==> src/rtl/flag_word_pkg.sv <==
package flag_word_pkg;
  localparam int FLAG_W   = 16;
  localparam int CF_POS   = 0;
  localparam int ONE_POS  = 1;
  localparam int PF_POS   = 2;
  localparam int AF_POS   = 4;
  localparam int ZF_POS   = 6;
  localparam int SF_POS   = 7;
  localparam int TF_POS   = 8;
  localparam int IF_POS   = 9;
  localparam int DF_POS   = 10;
  localparam int OF_POS   = 11;
  localparam int CTL_N    = 3;

  typedef enum int {
    CTL_TRAP = 0,
    CTL_INTR = 1,
    CTL_DIR  = 2
  } ctl_idx_e;

  typedef struct packed {
    logic ovf;
    logic sgn;
    logic zro;
    logic aux;
    logic par;
    logic cry;
  } status_t;
endpackage

==> src/rtl/flag_status_calc.sv <==
module flag_status_calc
  import flag_word_pkg::*;
#(
  parameter int DATA_W   = 16,
  parameter int NARROW_W = 8,
  parameter int PAR_W    = 8
) (
  input  logic              sub_i,
  input  logic              wide_i,
  input  logic [DATA_W-1:0] opa_i,
  input  logic [DATA_W-1:0] opb_i,
  input  logic [DATA_W-1:0] res_i,
  output status_t           st_o
);
  localparam int NIB = NARROW_W / 2;

  logic a_m, b_m, r_m;

  always_comb begin
    a_m = wide_i ? opa_i[DATA_W-1] : opa_i[NARROW_W-1];
    b_m = wide_i ? opb_i[DATA_W-1] : opb_i[NARROW_W-1];
    r_m = wide_i ? res_i[DATA_W-1] : res_i[NARROW_W-1];

    st_o.sgn = r_m;
    st_o.zro = wide_i ? ~|res_i : ~|res_i[NARROW_W-1:0];
    st_o.par = ~^res_i[PAR_W-1:0];
    // carry/borrow into bit NIB recovered from the sum bit
    st_o.aux = opa_i[NIB] ^ opb_i[NIB] ^ res_i[NIB];
    if (sub_i) begin
      st_o.cry = (~a_m & b_m) | ((~a_m | b_m) & r_m);
      st_o.ovf = (a_m ^ b_m) & (r_m ^ a_m);
    end else begin
      st_o.cry = (a_m & b_m) | ((a_m | b_m) & ~r_m);
      st_o.ovf = ~(a_m ^ b_m) & (r_m ^ a_m);
    end
  end
endmodule

==> src/rtl/flag_ctrl_bank.sv <==
module flag_ctrl_bank #(
  parameter int N = 3
) (
  input  logic         clk_i,
  input  logic         rst_ni,
  input  logic [N-1:0] set_i,
  input  logic [N-1:0] clr_i,
  output logic [N-1:0] q_o
);
  for (genvar k = 0; k < N; k++) begin : g_bit
    always_ff @(posedge clk_i or negedge rst_ni) begin
      if (!rst_ni)        q_o[k] <= 1'b0;
      else if (set_i[k])  q_o[k] <= 1'b1;
      else if (clr_i[k])  q_o[k] <= 1'b0;
    end
  end
endmodule

==> src/rtl/flag_word_pack.sv <==
module flag_word_pack
  import flag_word_pkg::*;
(
  input  status_t           st_i,
  input  logic [CTL_N-1:0]  ctl_i,
  output logic [FLAG_W-1:0] word_o
);
  always_comb begin
    word_o          = '0;
    word_o[ONE_POS] = 1'b1;
    word_o[CF_POS]  = st_i.cry;
    word_o[PF_POS]  = st_i.par;
    word_o[AF_POS]  = st_i.aux;
    word_o[ZF_POS]  = st_i.zro;
    word_o[SF_POS]  = st_i.sgn;
    word_o[OF_POS]  = st_i.ovf;
    word_o[TF_POS]  = ctl_i[CTL_TRAP];
    word_o[IF_POS]  = ctl_i[CTL_INTR];
    word_o[DF_POS]  = ctl_i[CTL_DIR];
  end
endmodule

==> src/rtl/flag_word_unit.sv <==
module flag_word_unit
  import flag_word_pkg::*;
#(
  parameter int DATA_W   = 16,
  parameter int NARROW_W = 8
) (
  input  logic                    clk_i,
  input  logic                    rst_ni,
  input  logic                    load_i,
  input  logic                    sub_i,
  input  logic                    wide_i,
  input  logic [DATA_W-1:0]       opa_i,
  input  logic [DATA_W-1:0]       opb_i,
  input  logic [DATA_W-1:0]       res_i,
  input  logic [CTL_N-1:0]        ctl_set_i,
  input  logic [CTL_N-1:0]        ctl_clr_i,
  output logic [FLAG_W-1:0]       flags_o,
  output logic                    trap_o,
  output logic                    int_en_o,
  output logic                    dir_o
);
  status_t          st_d, st_q;
  logic [CTL_N-1:0] ctl_q;

  flag_status_calc #(
    .DATA_W  (DATA_W),
    .NARROW_W(NARROW_W),
    .PAR_W   (NARROW_W)
  ) i_calc (
    .sub_i (sub_i),
    .wide_i(wide_i),
    .opa_i (opa_i),
    .opb_i (opb_i),
    .res_i (res_i),
    .st_o  (st_d)
  );

  always_ff @(posedge clk_i or negedge rst_ni) begin
    if (!rst_ni)     st_q <= '0;
    else if (load_i) st_q <= st_d;
  end

  flag_ctrl_bank #(.N(CTL_N)) i_ctrl (
    .clk_i (clk_i),
    .rst_ni(rst_ni),
    .set_i (ctl_set_i),
    .clr_i (ctl_clr_i),
    .q_o   (ctl_q)
  );

  flag_word_pack i_pack (
    .st_i  (st_q),
    .ctl_i (ctl_q),
    .word_o(flags_o)
  );

  assign trap_o   = ctl_q[CTL_TRAP];
  assign int_en_o = ctl_q[CTL_INTR];
  assign dir_o    = ctl_q[CTL_DIR];
endmodule

==> config.mk <==
export PLATFORM = sky130hd
export DESIGN_NAME = flag_word_unit
export DESIGN_NICKNAME = d
export VERILOG_FILES = /design/src/rtl/flag_word_pkg.sv /design/src/rtl/flag_status_calc.sv /design/src/rtl/flag_ctrl_bank.sv /design/src/rtl/flag_word_pack.sv /design/src/rtl/flag_word_unit.sv
export SDC_FILE = /design/constraint.sdc
export NUM_CORES = 1
export LEC_CHECK = 0
export ABC_AREA = 1
export BUFFER_PORTS_ARGS = -buffer_cell sky130_fd_sc_hd__buf_2
export CAP_MARGIN = 20
export CORE_MARGIN = 2
export CORE_UTILIZATION = 35
export CTS_BUF_LIST = sky130_fd_sc_hd__clkbuf_16
export DETAILED_ROUTE_END_ITERATION = 16
export MAX_ROUTING_LAYER = met4
export PLACE_DENSITY = 0.82
export SLEW_MARGIN = 30
export SYNTH_ARGS = -nofsm -noshare
export SYNTH_HDL_FRONTEND = slang
export SYNTH_SLANG_ARGS = --single-unit
export TNS_END_PERCENT = 30
==> constraint.sdc <==
create_clock -name clk_i -period 0.93 [get_ports clk_i]
set_input_delay 0.279 -clock clk_i [delete_from_list [all_inputs] [get_ports clk_i]]
set_output_delay 0.279 -clock clk_i [all_outputs]
set_load 0.02 [all_outputs]
==> impl_metrics.xml, run 1 <==
<?xml version="1.0" encoding="UTF-8"?>
<metrics>
  <group name="run_status">
    <metric name="failed_checks" unit="">negative setup slack</metric>
    <metric name="outcome" unit="">finished, violations left</metric>
  </group>
  <group name="yosys">
    <metric name="post_synth_inst_count" unit="">113</metric>
    <metric name="synth_sequential_area_ratio" unit="">0.282</metric>
    <metric name="synth_area" unit="um2">798</metric>
    <metric name="synthTopCellsByArea" unit="">sky130_fd_sc_hd__dfrtp_1 28%, sky130_fd_sc_hd__ha_1 13%, sky130_fd_sc_hd__nand2_1 12%, sky130_fd_sc_hd__buf_4 9.4%, sky130_fd_sc_hd__inv_1 8.5%</metric>
    <metric name="synth.ff_latch_count" unit="">9</metric>
    <metric name="synth_area_per_cell" unit="um2">7.06</metric>
    <metric name="synth_top_area_cell" unit="">sky130_fd_sc_hd__dfrtp_1</metric>
    <metric name="yosysWarningCount" unit="">0</metric>
    <metric name="synth_top_area_frac" unit="">0.282</metric>
    <metric name="synth_cell_types" unit="">18</metric>
  </group>
  <group name="power">
    <metric name="power.static_leakage" unit="nW">0.740</metric>
    <metric name="p_total" unit="mW">1.79</metric>
    <metric name="power_density" unit="mW/mm2">1370</metric>
    <metric name="max-vdd-ir-drop" unit="mV">0.890</metric>
  </group>
  <group name="grt">
    <metric name="grt_first_pass_wirelength" unit="um">2750</metric>
    <metric name="first_global_vias" unit="">740</metric>
    <metric name="pin_count_of_the_biggest_net_entering_global_routing" unit="">10</metric>
    <metric name="grt_util_all_layers" unit="">0.142</metric>
    <metric name="grt_overflow" unit="">0</metric>
    <metric name="grt_antenna_before_repair" unit="">0</metric>
  </group>
  <group name="sta">
    <metric name="totalNegativeSetupSlack" unit="ns">-1.74</metric>
    <metric name="report.final.slew_viol_count" unit="">0</metric>
    <metric name="finalCritPeriodShare" unit="">1.23</metric>
    <metric name="fin_ws" unit="ns">-0.216</metric>
    <metric name="timing.clock.skew" unit="ns">0</metric>
    <metric name="max_freq" unit="MHz">873</metric>
    <metric name="setup_viol" unit="">14</metric>
    <metric name="final.min_clock_period" unit="ns">1.15</metric>
    <metric name="grt_setup_unrepaired" unit="">yes</metric>
    <metric name="hold_viol_final" unit="">0</metric>
  </group>
  <group name="die">
    <metric name="fp-row-count" unit="">17</metric>
    <metric name="fp.dieW" unit="um">51.8</metric>
    <metric name="initial_utilization" unit="">0.364</metric>
    <metric name="design.die.area" unit="mm2">0.00268</metric>
    <metric name="placeableCoreArea" unit="mm2">0.00219</metric>
    <metric name="floorplan.die.height" unit="um">51.8</metric>
    <metric name="num_io_pins" unit="">78</metric>
  </group>
  <group name="cells_and_area">
    <metric name="antenna_cells_inserted" unit="">0</metric>
    <metric name="areaGrowthSynthToFinish" unit="%">64.0</metric>
    <metric name="most_common_cell_after_layout_fill_and_taps_aside" unit="">sky130_fd_sc_hd__buf_2</metric>
    <metric name="layout_common_cells" unit="">37 x sky130_fd_sc_hd__buf_2, 26 x sky130_fd_sc_hd__nand2_1, 17 x sky130_fd_sc_hd__inv_1</metric>
    <metric name="drive_gt1_frac" unit="">0.470</metric>
    <metric name="fillers" unit="">219</metric>
    <metric name="num-nets-final" unit="">236</metric>
  </group>
  <group name="setup_path">
    <metric name="cpMaxStageDelayCell" unit="">sky130_fd_sc_hd__ha_1</metric>
    <metric name="path_cells" unit="">buf_8 &gt; inv_4 &gt; or2_4 &gt; o21ai_4 &gt; ha_1 &gt; o21ai_1 &gt; nor2_1 &gt; nand3_2 &gt; nand2_1</metric>
    <metric name="critPathTopFamily" unit="">simple AND/OR/NAND/NOR gates</metric>
    <metric name="crit_buf_inv" unit="">2</metric>
    <metric name="critPathKind" unit="">in2reg</metric>
    <metric name="worstSetupStartpointType" unit="">primary input</metric>
    <metric name="cp_data_arrival_time" unit="ns">1.27</metric>
    <metric name="timing.critical_path.fanout_max" unit="">3</metric>
    <metric name="worst_ep_required_time" unit="ns">1.05</metric>
    <metric name="cp_peak_stage_delay" unit="ns">0.27</metric>
    <metric name="critical_path.endpoint_type" unit="">flip-flop</metric>
  </group>
  <group name="clock_network">
    <metric name="cts-root-to-sink-buffers" unit="">2</metric>
    <metric name="clock_tree_from_tritoncts" unit="">built</metric>
    <metric name="clock_sink_count" unit="">9</metric>
    <metric name="clk_transition_reported_paths" unit="ns">0.04</metric>
    <metric name="htreeDepth" unit="">1</metric>
    <metric name="clock-root-buffer" unit="">sky130_fd_sc_hd__clkbuf_16</metric>
    <metric name="insertion_delay" unit="ns">0.23</metric>
    <metric name="tritoncts.num_buffers" unit="">3</metric>
  </group>
  <group name="place">
    <metric name="buffer_ports.inserted" unit="">44</metric>
    <metric name="gp_routability_congestion" unit="">0.784</metric>
    <metric name="place.detailed.hpwl" unit="um">1380</metric>
  </group>
  <group name="route">
    <metric name="first_pass_iters" unit="">4</metric>
    <metric name="via_per_inst" unit="">4.24</metric>
    <metric name="first_iter_violations" unit="">7</metric>
    <metric name="avgRoutedWirePerCell" unit="um">9.11</metric>
    <metric name="vias" unit="">831</metric>
    <metric name="drc_errors" unit="">0</metric>
    <metric name="postRouteAntennaNets" unit="">0</metric>
    <metric name="routed_wl" unit="um">1790</metric>
  </group>
  <group name="hold_path">
    <metric name="holdCritPathClass" unit="">in2reg</metric>
  </group>
  <group name="job">
    <metric name="max_cap_violations" unit="">0</metric>
  </group>
</metrics>
[worst paths after layout]
kind / start / cells after the start / to / slack (ns)
hold / removal: ctl_clr_i[2] / 2 / i_ctrl.q_o[2]$_DFFE_PN0P_ / 0.23
max in group asynchronous: rst_ni / 2 / i_ctrl.q_o[2]$_DFFE_PN0P_ / 0.33
setup reg to reg: st_q[4]$_DFFE_PN0P_ / 3 / st_q[4]$_DFFE_PN0P_ / 0.19
setup / recovery: wide_i / 9 / st_q[5]$_DFFE_PN0P_ / -0.22
hold reg to reg: st_q[0]$_DFFE_PN0P_ / 2 / st_q[0]$_DFFE_PN0P_ / 0.47
min in group asynchronous: rst_ni / 2 / st_q[2]$_DFFE_PN0P_ / 0.43
[area by class of cell]
class | count | area, um2 | area share
clock buffer | 3 | 75.1 | 0.0574
clock inverter | 1 | 3.75 | 0.00287
inverter | 21 | 81.3 | 0.0621
multi-input combinational | 78 | 528 | 0.403
sequential | 9 | 225 | 0.172
tap | 28 | 35.0 | 0.0268
timing repair buffer | 56 | 360 | 0.275
[sequential cells by signal, indices dropped and copies added, names as in the netlist]
register and count:
st_q 6, i_ctrl.q_o 3
[worst reg2reg max path, cell delays in order (launching register included)]
cell and delay (ns):
sky130_fd_sc_hd__dfrtp_1 0.38, sky130_fd_sc_hd__buf_4 0.14, sky130_fd_sc_hd__nand2_1 0.05, sky130_fd_sc_hd__o21ai_1 0.06
[Yosys cell counts (all sizes together)]
library cell and number:
nand2 31, inv 21, nor2 11, buf 10, dfrtp 9, ha 8, nand3 8, o21ai 4
o21bai 3, xnor2 3, conb 2, xor2 2, or2 1
[per-layer routing]
layer / GRT usage / vias to the layer above / wire, um
met5: - / - / 0
met4: 0.0789 / 0 / 31
met3: 0.0287 / 3 / 141
met2: 0.252 / 41 / 941
met1: 0.147 / 355 / 671
li1: - / 432 / -
[through the flow]
step | worst slack (ns) | hold WS (ns) | instance area, um2 | std cells | util
2_1_floorplan | -0.296 | -0.0166 | 817 | 118 | -
3_3_place_gp | -0.443 | 0.134 | 1050 | 187 | 0.479
3_5_place_dp | -0.471 | 0.133 | 1050 | 187 | 0.479
4_1_cts | -0.217 | 0.230 | 1210 | 192 | 0.555
5_1_grt | -0.271 | 0.228 | 1310 | 196 | 0.597
6_report | -0.216 | 0.232 | 1310 | 196 | 0.597
[timing repair]
item                                    4_1_cts  5_1_grt
buffers inserted                              0        4
hold buffers                                  1        0
hold endpoints to repair                      9        0
endpoints found under the setup margin       15       15
pin swaps                                    10        7
resized for setup                            13       15
[cell families after synthesis]
family,Yosys count,synth area share
simple gates,51,0.277
buf+inv,31,0.193
flops,9,0.282
fa+ha+maj,8,0.125
compound gates,7,0.0580
xor+xnor,5,0.0549
other cells,2,0.00941
[power by group]
group	total, mW	internal (mW)	switching, mW
clock network	0.737	0.561	0.176
registers	0.464	0.436	0.0278
logic	0.585	0.281	0.304
total	1.79	1.28	0.509
(Power assumes the default switching activity.)
==> inputs of run 2 (changes only) <==
SYNTH_HIERARCHICAL = 1   (was default)
==> run 2 against run 1 <==
The run still ends with negative setup slack left. Core utilization is 0.50 points higher. Critical path depth is 1 higher. Sequential cell count stayed put. Sequential power hardly changed. First-iteration DRC count is 14% higher. Synthesized cell count is 5.3% higher. Total power is 2.2% higher. Critical endpoint unchanged. Largest power group unchanged.
==> impl_metrics.xml, run 2 <==
<?xml version="1.0" encoding="UTF-8"?>
<metrics>
  <group name="run_status">
    <metric name="outcome" unit="">finished, violations left</metric>
    <metric name="failed_checks" unit="">negative setup slack</metric>
  </group>
  <group name="cells_and_area">
    <metric name="most_common_cell_after_layout_fill_and_taps_aside" unit="">sky130_fd_sc_hd__nand2_1</metric>
    <metric name="final_cell_area" unit="mm2">0.00133</metric>
    <metric name="largest_reg_flops" unit="">6</metric>
    <metric name="layout_common_cells" unit="">36 x sky130_fd_sc_hd__nand2_1, 34 x sky130_fd_sc_hd__buf_2, 12 x sky130_fd_sc_hd__inv_1, 12 x sky130_fd_sc_hd__nor2_1, 10 x sky130_fd_sc_hd__buf_6</metric>
    <metric name="areaGrowthSynthToFinish" unit="%">62.8</metric>
    <metric name="antenna_cells_inserted" unit="">0</metric>
    <metric name="largest_registers" unit="">st_q: 6 flops, i_ctrl/q_o: 3 flops</metric>
    <metric name="fillers" unit="">212</metric>
    <metric name="num-nets-final" unit="">232</metric>
    <metric name="top_register" unit="">st_q</metric>
    <metric name="drive_gt1_frac" unit="">0.506</metric>
  </group>
  <group name="route">
    <metric name="routed_wl" unit="um">1730</metric>
    <metric name="first_iter_violations" unit="">8</metric>
    <metric name="via_per_inst" unit="">4.19</metric>
    <metric name="avgRoutedWirePerCell" unit="um">9.01</metric>
    <metric name="postRouteAntennaNets" unit="">0</metric>
    <metric name="drc_errors" unit="">0</metric>
    <metric name="first_pass_iters" unit="">4</metric>
    <metric name="vias" unit="">804</metric>
  </group>
  <group name="hold_path">
    <metric name="hold_sp" unit="">ctl_set_i[1]</metric>
    <metric name="holdCritPathClass" unit="">in2reg</metric>
    <metric name="hold_path_depth" unit="">3</metric>
  </group>
  <group name="yosys">
    <metric name="synth_area" unit="um2">818</metric>
    <metric name="synth_cell_types" unit="">15</metric>
    <metric name="synth_area_per_cell" unit="um2">6.88</metric>
    <metric name="dominantRegCellSynth" unit="">sky130_fd_sc_hd__dfrtp_1</metric>
    <metric name="synth.ff_latch_count" unit="">9</metric>
    <metric name="synth_top_area_cell" unit="">sky130_fd_sc_hd__dfrtp_1</metric>
    <metric name="yosys.cell_count.top_type" unit="">sky130_fd_sc_hd__nand2_1</metric>
    <metric name="synth.top_cells.by_count" unit="">36 x sky130_fd_sc_hd__nand2_1, 20 x sky130_fd_sc_hd__inv_1, 17 x sky130_fd_sc_hd__buf_4</metric>
    <metric name="synthTopCellsByArea" unit="">sky130_fd_sc_hd__dfrtp_1 28%, sky130_fd_sc_hd__nand2_1 17%, sky130_fd_sc_hd__buf_4 16%, sky130_fd_sc_hd__ha_1 12%, sky130_fd_sc_hd__inv_1 9.2%</metric>
    <metric name="synth_enable_flop_cells" unit="">0</metric>
    <metric name="async_reset_ff_frac" unit="">1.00</metric>
    <metric name="post_synth_inst_count" unit="">119</metric>
    <metric name="synth_sequential_area_ratio" unit="">0.275</metric>
    <metric name="yosysWarningCount" unit="">6</metric>
    <metric name="synth_top_area_frac" unit="">0.275</metric>
  </group>
  <group name="clock_network">
    <metric name="clock-root-buffer" unit="">sky130_fd_sc_hd__clkbuf_16</metric>
    <metric name="cts-root-to-sink-buffers" unit="">2</metric>
    <metric name="clk_transition_reported_paths" unit="ns">0.04</metric>
    <metric name="insertion_delay" unit="ns">0.23</metric>
    <metric name="htreeDepth" unit="">1</metric>
    <metric name="tritoncts.num_buffers" unit="">3</metric>
    <metric name="clock_sink_count" unit="">9</metric>
    <metric name="clock_tree_from_tritoncts" unit="">built</metric>
  </group>
  <group name="die">
    <metric name="num_io_pins" unit="">78</metric>
    <metric name="placeableCoreArea" unit="mm2">0.00221</metric>
    <metric name="floorplan.die.height" unit="um">52.4</metric>
    <metric name="fp-row-count" unit="">17</metric>
    <metric name="design.die.area" unit="mm2">0.00274</metric>
    <metric name="initial_utilization" unit="">0.370</metric>
    <metric name="fp.dieW" unit="um">52.4</metric>
  </group>
  <group name="place">
    <metric name="detailed_place.area" unit="mm2">0.00102</metric>
    <metric name="buffer_ports.inserted" unit="">44</metric>
    <metric name="place.detailed.hpwl" unit="um">1280</metric>
    <metric name="gp_routability_congestion" unit="">0.723</metric>
  </group>
  <group name="setup_path">
    <metric name="worst_ep_required_time" unit="ns">1.10</metric>
    <metric name="crit_buf_inv" unit="">2</metric>
    <metric name="timing.reg2reg.worst_path_depth" unit="">2</metric>
    <metric name="critPathKind" unit="">in2reg</metric>
    <metric name="path_cells" unit="">buf_8 &gt; inv_4 &gt; or2_4 &gt; o21ai_4 &gt; ha_4 &gt; xnor2_2 &gt; nand2_1 &gt; nor2_1 &gt; nand2_1 &gt; nand2_1</metric>
    <metric name="cp_data_arrival_time" unit="ns">1.33</metric>
    <metric name="worstSetupStartpointType" unit="">primary input</metric>
    <metric name="launching_element_of_the_worst_setup_path" unit="">wide_i</metric>
    <metric name="most_frequent_cell_on_the_critical_path" unit="">sky130_fd_sc_hd__nand2_1</metric>
    <metric name="critPathTopFamily" unit="">simple AND/OR/NAND/NOR gates</metric>
    <metric name="cpMaxStageDelayCell" unit="">sky130_fd_sc_hd__ha_4</metric>
    <metric name="timing.critical_path.fanout_max" unit="">4</metric>
    <metric name="critical_path_depth" unit="">10</metric>
    <metric name="critical_path.endpoint_type" unit="">flip-flop</metric>
    <metric name="cp_peak_stage_delay" unit="ns">0.25</metric>
    <metric name="rr_startpoint" unit="">i_ctrl/q_o[2]$_DFFE_PN0P_</metric>
    <metric name="r2r_slack" unit="ns">0.27</metric>
  </group>
  <group name="sta">
    <metric name="setup_viol" unit="">15</metric>
    <metric name="hold_viol_final" unit="">0</metric>
    <metric name="max_freq" unit="MHz">861</metric>
    <metric name="totalNegativeSetupSlack" unit="ns">-1.83</metric>
    <metric name="final.hold.worst_slack" unit="ns">0.232</metric>
    <metric name="fin_ws" unit="ns">-0.231</metric>
    <metric name="finalCritPeriodShare" unit="">1.25</metric>
    <metric name="final.min_clock_period" unit="ns">1.16</metric>
    <metric name="report.final.slew_viol_count" unit="">0</metric>
    <metric name="timing.clock.skew" unit="ns">0</metric>
    <metric name="grt_setup_unrepaired" unit="">yes</metric>
  </group>
  <group name="grt">
    <metric name="grt_overflow" unit="">0</metric>
    <metric name="grt_util_all_layers" unit="">0.128</metric>
    <metric name="grt_first_pass_wirelength" unit="um">2500</metric>
    <metric name="first_global_vias" unit="">693</metric>
    <metric name="grt_antenna_before_repair" unit="">0</metric>
    <metric name="pin_count_of_the_biggest_net_entering_global_routing" unit="">10</metric>
  </group>
  <group name="power">
    <metric name="power_frac_clock" unit="">0.404</metric>
    <metric name="internal_power" unit="mW">1.30</metric>
    <metric name="power.share.sequential" unit="">0.253</metric>
    <metric name="p_sw_frac" unit="">0.287</metric>
    <metric name="combPwrFrac" unit="">0.343</metric>
    <metric name="power_density" unit="mW/mm2">1370</metric>
    <metric name="p_total" unit="mW">1.82</metric>
    <metric name="max-vdd-ir-drop" unit="mV">1.39</metric>
    <metric name="power_switching" unit="mW">0.523</metric>
    <metric name="power.static_leakage" unit="nW">0.748</metric>
  </group>
  <group name="job">
    <metric name="max_cap_violations" unit="">0</metric>
  </group>
</metrics>
## run 2: cell types whose count changed in the layout (fill, tap and decap cells not counted), moves of 3 or more
| cell | previous run | this run |
|---|---|---|
| sky130_fd_sc_hd__nand2_1 | 26 | 36 |
| sky130_fd_sc_hd__inv_1 | 17 | 12 |
| sky130_fd_sc_hd__nor2_1 | 9 | 12 |
| sky130_fd_sc_hd__inv_2 | 4 | 8 |
| sky130_fd_sc_hd__nand3_1 | 7 | 0 |
| sky130_fd_sc_hd__buf_6 | 6 | 10 |
| sky130_fd_sc_hd__o21bai_1 | 3 | 0 |
| sky130_fd_sc_hd__buf_2 | 37 | 34 |
| sky130_fd_sc_hd__buf_4 | 11 | 7 |
## run 2: cell type report
cell class / instances / area [um2] / share of cell area
flip-flops and latches: 9 / 225 / 0.169
clock inverters: 1 / 3.75 / 0.00282
inverters: 22 / 90.1 / 0.0676
repair buffers: 53 / 360 / 0.270
clock buffers: 3 / 75.1 / 0.0563
multi-input cells: 76 / 543 / 0.408
well taps: 28 / 35.0 / 0.0263
## run 2: path summary, 6_finish.rpt
path | end
setup / recovery | st_q[5]$_DFFE_PN0P_
hold / removal | i_ctrl/q_o[1]$_DFFE_PN0P_
setup reg to reg | i_ctrl/q_o[2]$_DFFE_PN0P_
hold reg to reg | st_q[2]$_DFFE_PN0P_
max in group asynchronous | i_ctrl/q_o[0]$_DFFE_PN0P_
min in group asynchronous | st_q[4]$_DFFE_PN0P_
## run 2: tightest hold or removal path, delay by kind of cell
kind | cells | cell delay, ns
buffers and inverters | 2 | 0.10
and+or+nand+nor | 1 | 0.05
## run 2: what timing repair did
action | in CTS | in global routing
setup buffers | 1 | 0
pin swaps | 8 | 16
endpoints found under the setup margin | 15 | 15
resized for setup | 13 | 33
hold endpoints to repair | 9 | 0
hold buffers | 1 | 0
## run 2: cells by family after synthesis
group | share of synthesized area
compound gates | 0.0107
xor+xnor | 0.0535
fa+ha+maj | 0.122
buf+inv | 0.257
flops | 0.275
other cells | 0.00918
simple gates | 0.272
## run 2: power by group through the flow
stage | clock network (mW) | logic (mW) | registers [mW]
3_5_place_dp | 0 | 0.470 | 0.464
2_1_floorplan | 0 | 0.358 | 0.474
3_3_place_gp | 0 | 0.459 | 0.463
6_report | 0.737 | 0.627 | 0.461
5_1_grt | 0.775 | 0.696 | 0.468
4_1_cts | 0.750 | 0.504 | 0.460
## run 2: routing by layer
layer	GRT usage	vias to the layer above	share of wire
met5	-	-	0
met4	0.0897	0	0.025
met3	0.0286	4	0.10
met2	0.233	41	0.52
met1	0.117	350	0.35
li1	-	409	-
## run 2: through the flow
step                      std cells  utilization  setup WS (ns)
final                           192        0.602         -0.231
after global routing            192        0.602         -0.322
after CTS                       192        0.526         -0.282
after detailed placement        186        0.460         -0.527
after global placement          186        0.460         -0.489
after floorplan                 124            -         -0.329
==> inputs of run 3 (changes only) <==
ABC_CLOCK_PERIOD_IN_PS = 1080   (was default)
clock period = 1.08 ns   (was 0.93 ns; I/O delays follow)
==> run 3 against run 2 <==
The run still ends with negative setup slack left. Core utilization shrank 4.9 points. Combinational power shrank 27%. Setup slack gained 0.095 ns. Wire length shrank 12%. Highest routed layer unchanged. Critical endpoint unchanged. Via count shrank 5.6%. Worst hold slack gained 0.046 ns. Largest cell class unchanged.
==> impl_metrics.xml, run 3 (synthesis results as in run 2) <==
<?xml version="1.0" encoding="UTF-8"?>
<metrics>
  <group name="run_status">
    <metric name="outcome" unit="">finished, violations left</metric>
    <metric name="failed_checks" unit="">negative setup slack</metric>
  </group>
  <group name="route">
    <metric name="drc_errors" unit="">0</metric>
    <metric name="routed_wl" unit="um">1520</metric>
    <metric name="first_pass_iters" unit="">4</metric>
    <metric name="avgRoutedWirePerCell" unit="um">7.86</metric>
    <metric name="first_iter_violations" unit="">5</metric>
    <metric name="via_per_inst" unit="">3.93</metric>
    <metric name="postRouteAntennaNets" unit="">0</metric>
    <metric name="vias" unit="">759</metric>
  </group>
  <group name="grt">
    <metric name="grt_util_all_layers" unit="">0.124</metric>
    <metric name="first_global_vias" unit="">666</metric>
    <metric name="grt_antenna_before_repair" unit="">0</metric>
    <metric name="pin_count_of_the_biggest_net_entering_global_routing" unit="">10</metric>
    <metric name="grt_first_pass_wirelength" unit="um">2470</metric>
    <metric name="grt_overflow" unit="">0</metric>
  </group>
  <group name="cells_and_area">
    <metric name="layout_common_cells" unit="">40 x sky130_fd_sc_hd__buf_2, 36 x sky130_fd_sc_hd__nand2_1, 16 x sky130_fd_sc_hd__inv_1</metric>
    <metric name="num-nets-final" unit="">233</metric>
    <metric name="most_common_cell_after_layout_fill_and_taps_aside" unit="">sky130_fd_sc_hd__buf_2</metric>
    <metric name="finalNonFillerCells" unit="">193</metric>
    <metric name="fillers" unit="">212</metric>
    <metric name="drive_gt1_frac" unit="">0.448</metric>
    <metric name="top_register" unit="">st_q</metric>
    <metric name="areaGrowthSynthToFinish" unit="%">49.7</metric>
    <metric name="area.sequential" unit="um2">225</metric>
    <metric name="antenna_cells_inserted" unit="">0</metric>
    <metric name="largest_registers" unit="">st_q: 6 flops, i_ctrl/q_o: 3 flops</metric>
    <metric name="largest_reg_flops" unit="">6</metric>
    <metric name="multiInputGateArea" unit="um2">474</metric>
  </group>
  <group name="place">
    <metric name="place_worst_setup_slack" unit="ns">-0.414</metric>
    <metric name="placed_cells" unit="">186</metric>
    <metric name="gp_routability_congestion" unit="">0.742</metric>
    <metric name="buffer_ports.inserted" unit="">44</metric>
    <metric name="place.detailed.hpwl" unit="um">1210</metric>
  </group>
  <group name="sta">
    <metric name="finalCritPeriodShare" unit="">1.13</metric>
    <metric name="fin_ws" unit="ns">-0.136</metric>
    <metric name="setup_viol" unit="">13</metric>
    <metric name="max_freq" unit="MHz">822</metric>
    <metric name="report.final.slew_viol_count" unit="">0</metric>
    <metric name="hold_viol_final" unit="">0</metric>
    <metric name="totalNegativeSetupSlack" unit="ns">-0.382</metric>
    <metric name="final.min_clock_period" unit="ns">1.22</metric>
    <metric name="timing.clock.skew" unit="ns">0</metric>
    <metric name="grt_setup_unrepaired" unit="">yes</metric>
  </group>
  <group name="power">
    <metric name="power.share.sequential" unit="">0.268</metric>
    <metric name="p_total" unit="mW">1.49</metric>
    <metric name="p_sw_frac" unit="">0.281</metric>
    <metric name="power_switching" unit="mW">0.418</metric>
    <metric name="internal_power" unit="mW">1.07</metric>
    <metric name="power.static_leakage" unit="nW">0.734</metric>
    <metric name="power_density" unit="mW/mm2">1220</metric>
    <metric name="max-vdd-ir-drop" unit="mV">0.676</metric>
    <metric name="power_frac_clock" unit="">0.423</metric>
    <metric name="combPwrFrac" unit="">0.309</metric>
  </group>
  <group name="setup_path">
    <metric name="cp_data_arrival_time" unit="ns">1.39</metric>
    <metric name="critPathKind" unit="">in2reg</metric>
    <metric name="critical_path.endpoint_type" unit="">flip-flop</metric>
    <metric name="timing.critical_path.fanout_max" unit="">4</metric>
    <metric name="worstSetupStartpointType" unit="">primary input</metric>
    <metric name="worst_ep_required_time" unit="ns">1.25</metric>
  </group>
  <group name="clock_network">
    <metric name="tritoncts.num_buffers" unit="">3</metric>
    <metric name="htreeDepth" unit="">1</metric>
    <metric name="clock-root-buffer" unit="">sky130_fd_sc_hd__clkbuf_16</metric>
    <metric name="clock_sink_count" unit="">9</metric>
    <metric name="clock_tree_from_tritoncts" unit="">built</metric>
    <metric name="clk_transition_reported_paths" unit="ns">0.04</metric>
    <metric name="cts-root-to-sink-buffers" unit="">2</metric>
    <metric name="insertion_delay" unit="ns">0.23</metric>
  </group>
  <group name="die">
    <metric name="fp-row-count" unit="">17</metric>
    <metric name="fp.dieW" unit="um">52.4</metric>
    <metric name="design.die.area" unit="mm2">0.00274</metric>
    <metric name="placeableCoreArea" unit="mm2">0.00221</metric>
    <metric name="initial_utilization" unit="">0.370</metric>
    <metric name="floorplan.die.height" unit="um">52.4</metric>
    <metric name="num_io_pins" unit="">78</metric>
  </group>
  <group name="job">
    <metric name="max_cap_violations" unit="">0</metric>
  </group>
  <group name="hold_path">
    <metric name="holdCritPathClass" unit="">in2reg</metric>
  </group>
</metrics>
-- run 3: path summary, 6_finish.rpt --
| check | startpoint | endpoint | slack (ns) | depth (start not counted) |
|---|---|---|---|---|
| worst max-delay path | wide_i | st_q[5]$_DFFE_PN0P_ | -0.14 | 10 |
| worst min-delay path | ctl_set_i[1] | i_ctrl/q_o[1]$_DFFE_PN0P_ | 0.28 | 3 |
| worst max register to register | i_ctrl/q_o[2]$_DFFE_PN0P_ | i_ctrl/q_o[2]$_DFFE_PN0P_ | 0.43 | 2 |
| worst min register to register | st_q[1]$_DFFE_PN0P_ | st_q[1]$_DFFE_PN0P_ | 0.46 | 2 |
| max in group asynchronous | rst_ni | st_q[0]$_DFFE_PN0P_ | 0.42 | 2 |
| min in group asynchronous | rst_ni | st_q[5]$_DFFE_PN0P_ | 0.48 | 2 |
-- run 3: per-layer routing --
layer / up-vias / wire length [um] / GRT usage
li1: 409 / - / -
met1: 303 / 634 / 0.140
met2: 45 / 686 / 0.202
met3: 2 / 172 / 0.0286
met4: 0 / 24 / 0.0641
met5: - / 0 / -
-- run 3: power groups by stage --
stage / Clock (mW) / Combinational (mW) / Sequential (mW)
final: 0.630 / 0.460 / 0.399
after global routing: 0.664 / 0.523 / 0.405
after CTS: 0.643 / 0.416 / 0.399
after detailed placement: 0 / 0.399 / 0.401
after global placement: 0 / 0.396 / 0.398
after floorplan: 0 / 0.308 / 0.408
-- run 3: repair_timing --
item,in CTS,in global routing
endpoints found under the setup margin,14,15
hold buffers,1,0
pin swaps,7,13
endpoints found under the hold margin,9,0
setup buffers,1,1
gates resized for setup,7,16
-- run 3: stage by stage --
step            util  cell area (um2)  hold WS [ns]
3_5_place_dp   0.460             1020         0.181
5_1_grt        0.554             1220         0.297
3_3_place_gp   0.460             1020         0.181
6_report       0.554             1220         0.278
2_1_floorplan      -              837        0.0284
4_1_cts        0.514             1140         0.281
-- run 3: cell type report --
cell class              instances  share of cell area
multi-input cells              76               0.387
repair buffers                 54               0.267
flip-flops and latches          9               0.184
inverters                      22              0.0695
clock buffers                   3              0.0613
well taps                      28              0.0286
clock inverters                 1             0.00306
-- run 3: worst max-delay path: stages --
cell and delay [ns]:
sky130_fd_sc_hd__buf_8 0.08, sky130_fd_sc_hd__inv_4 0.03, sky130_fd_sc_hd__or2_1 0.21, sky130_fd_sc_hd__o21ai_2 0.08
sky130_fd_sc_hd__ha_1 0.26, sky130_fd_sc_hd__xnor2_1 0.15, sky130_fd_sc_hd__nand2_1 0.06, sky130_fd_sc_hd__nor2_1 0.09
sky130_fd_sc_hd__nand2_1 0.05, sky130_fd_sc_hd__nand2_1 0.06
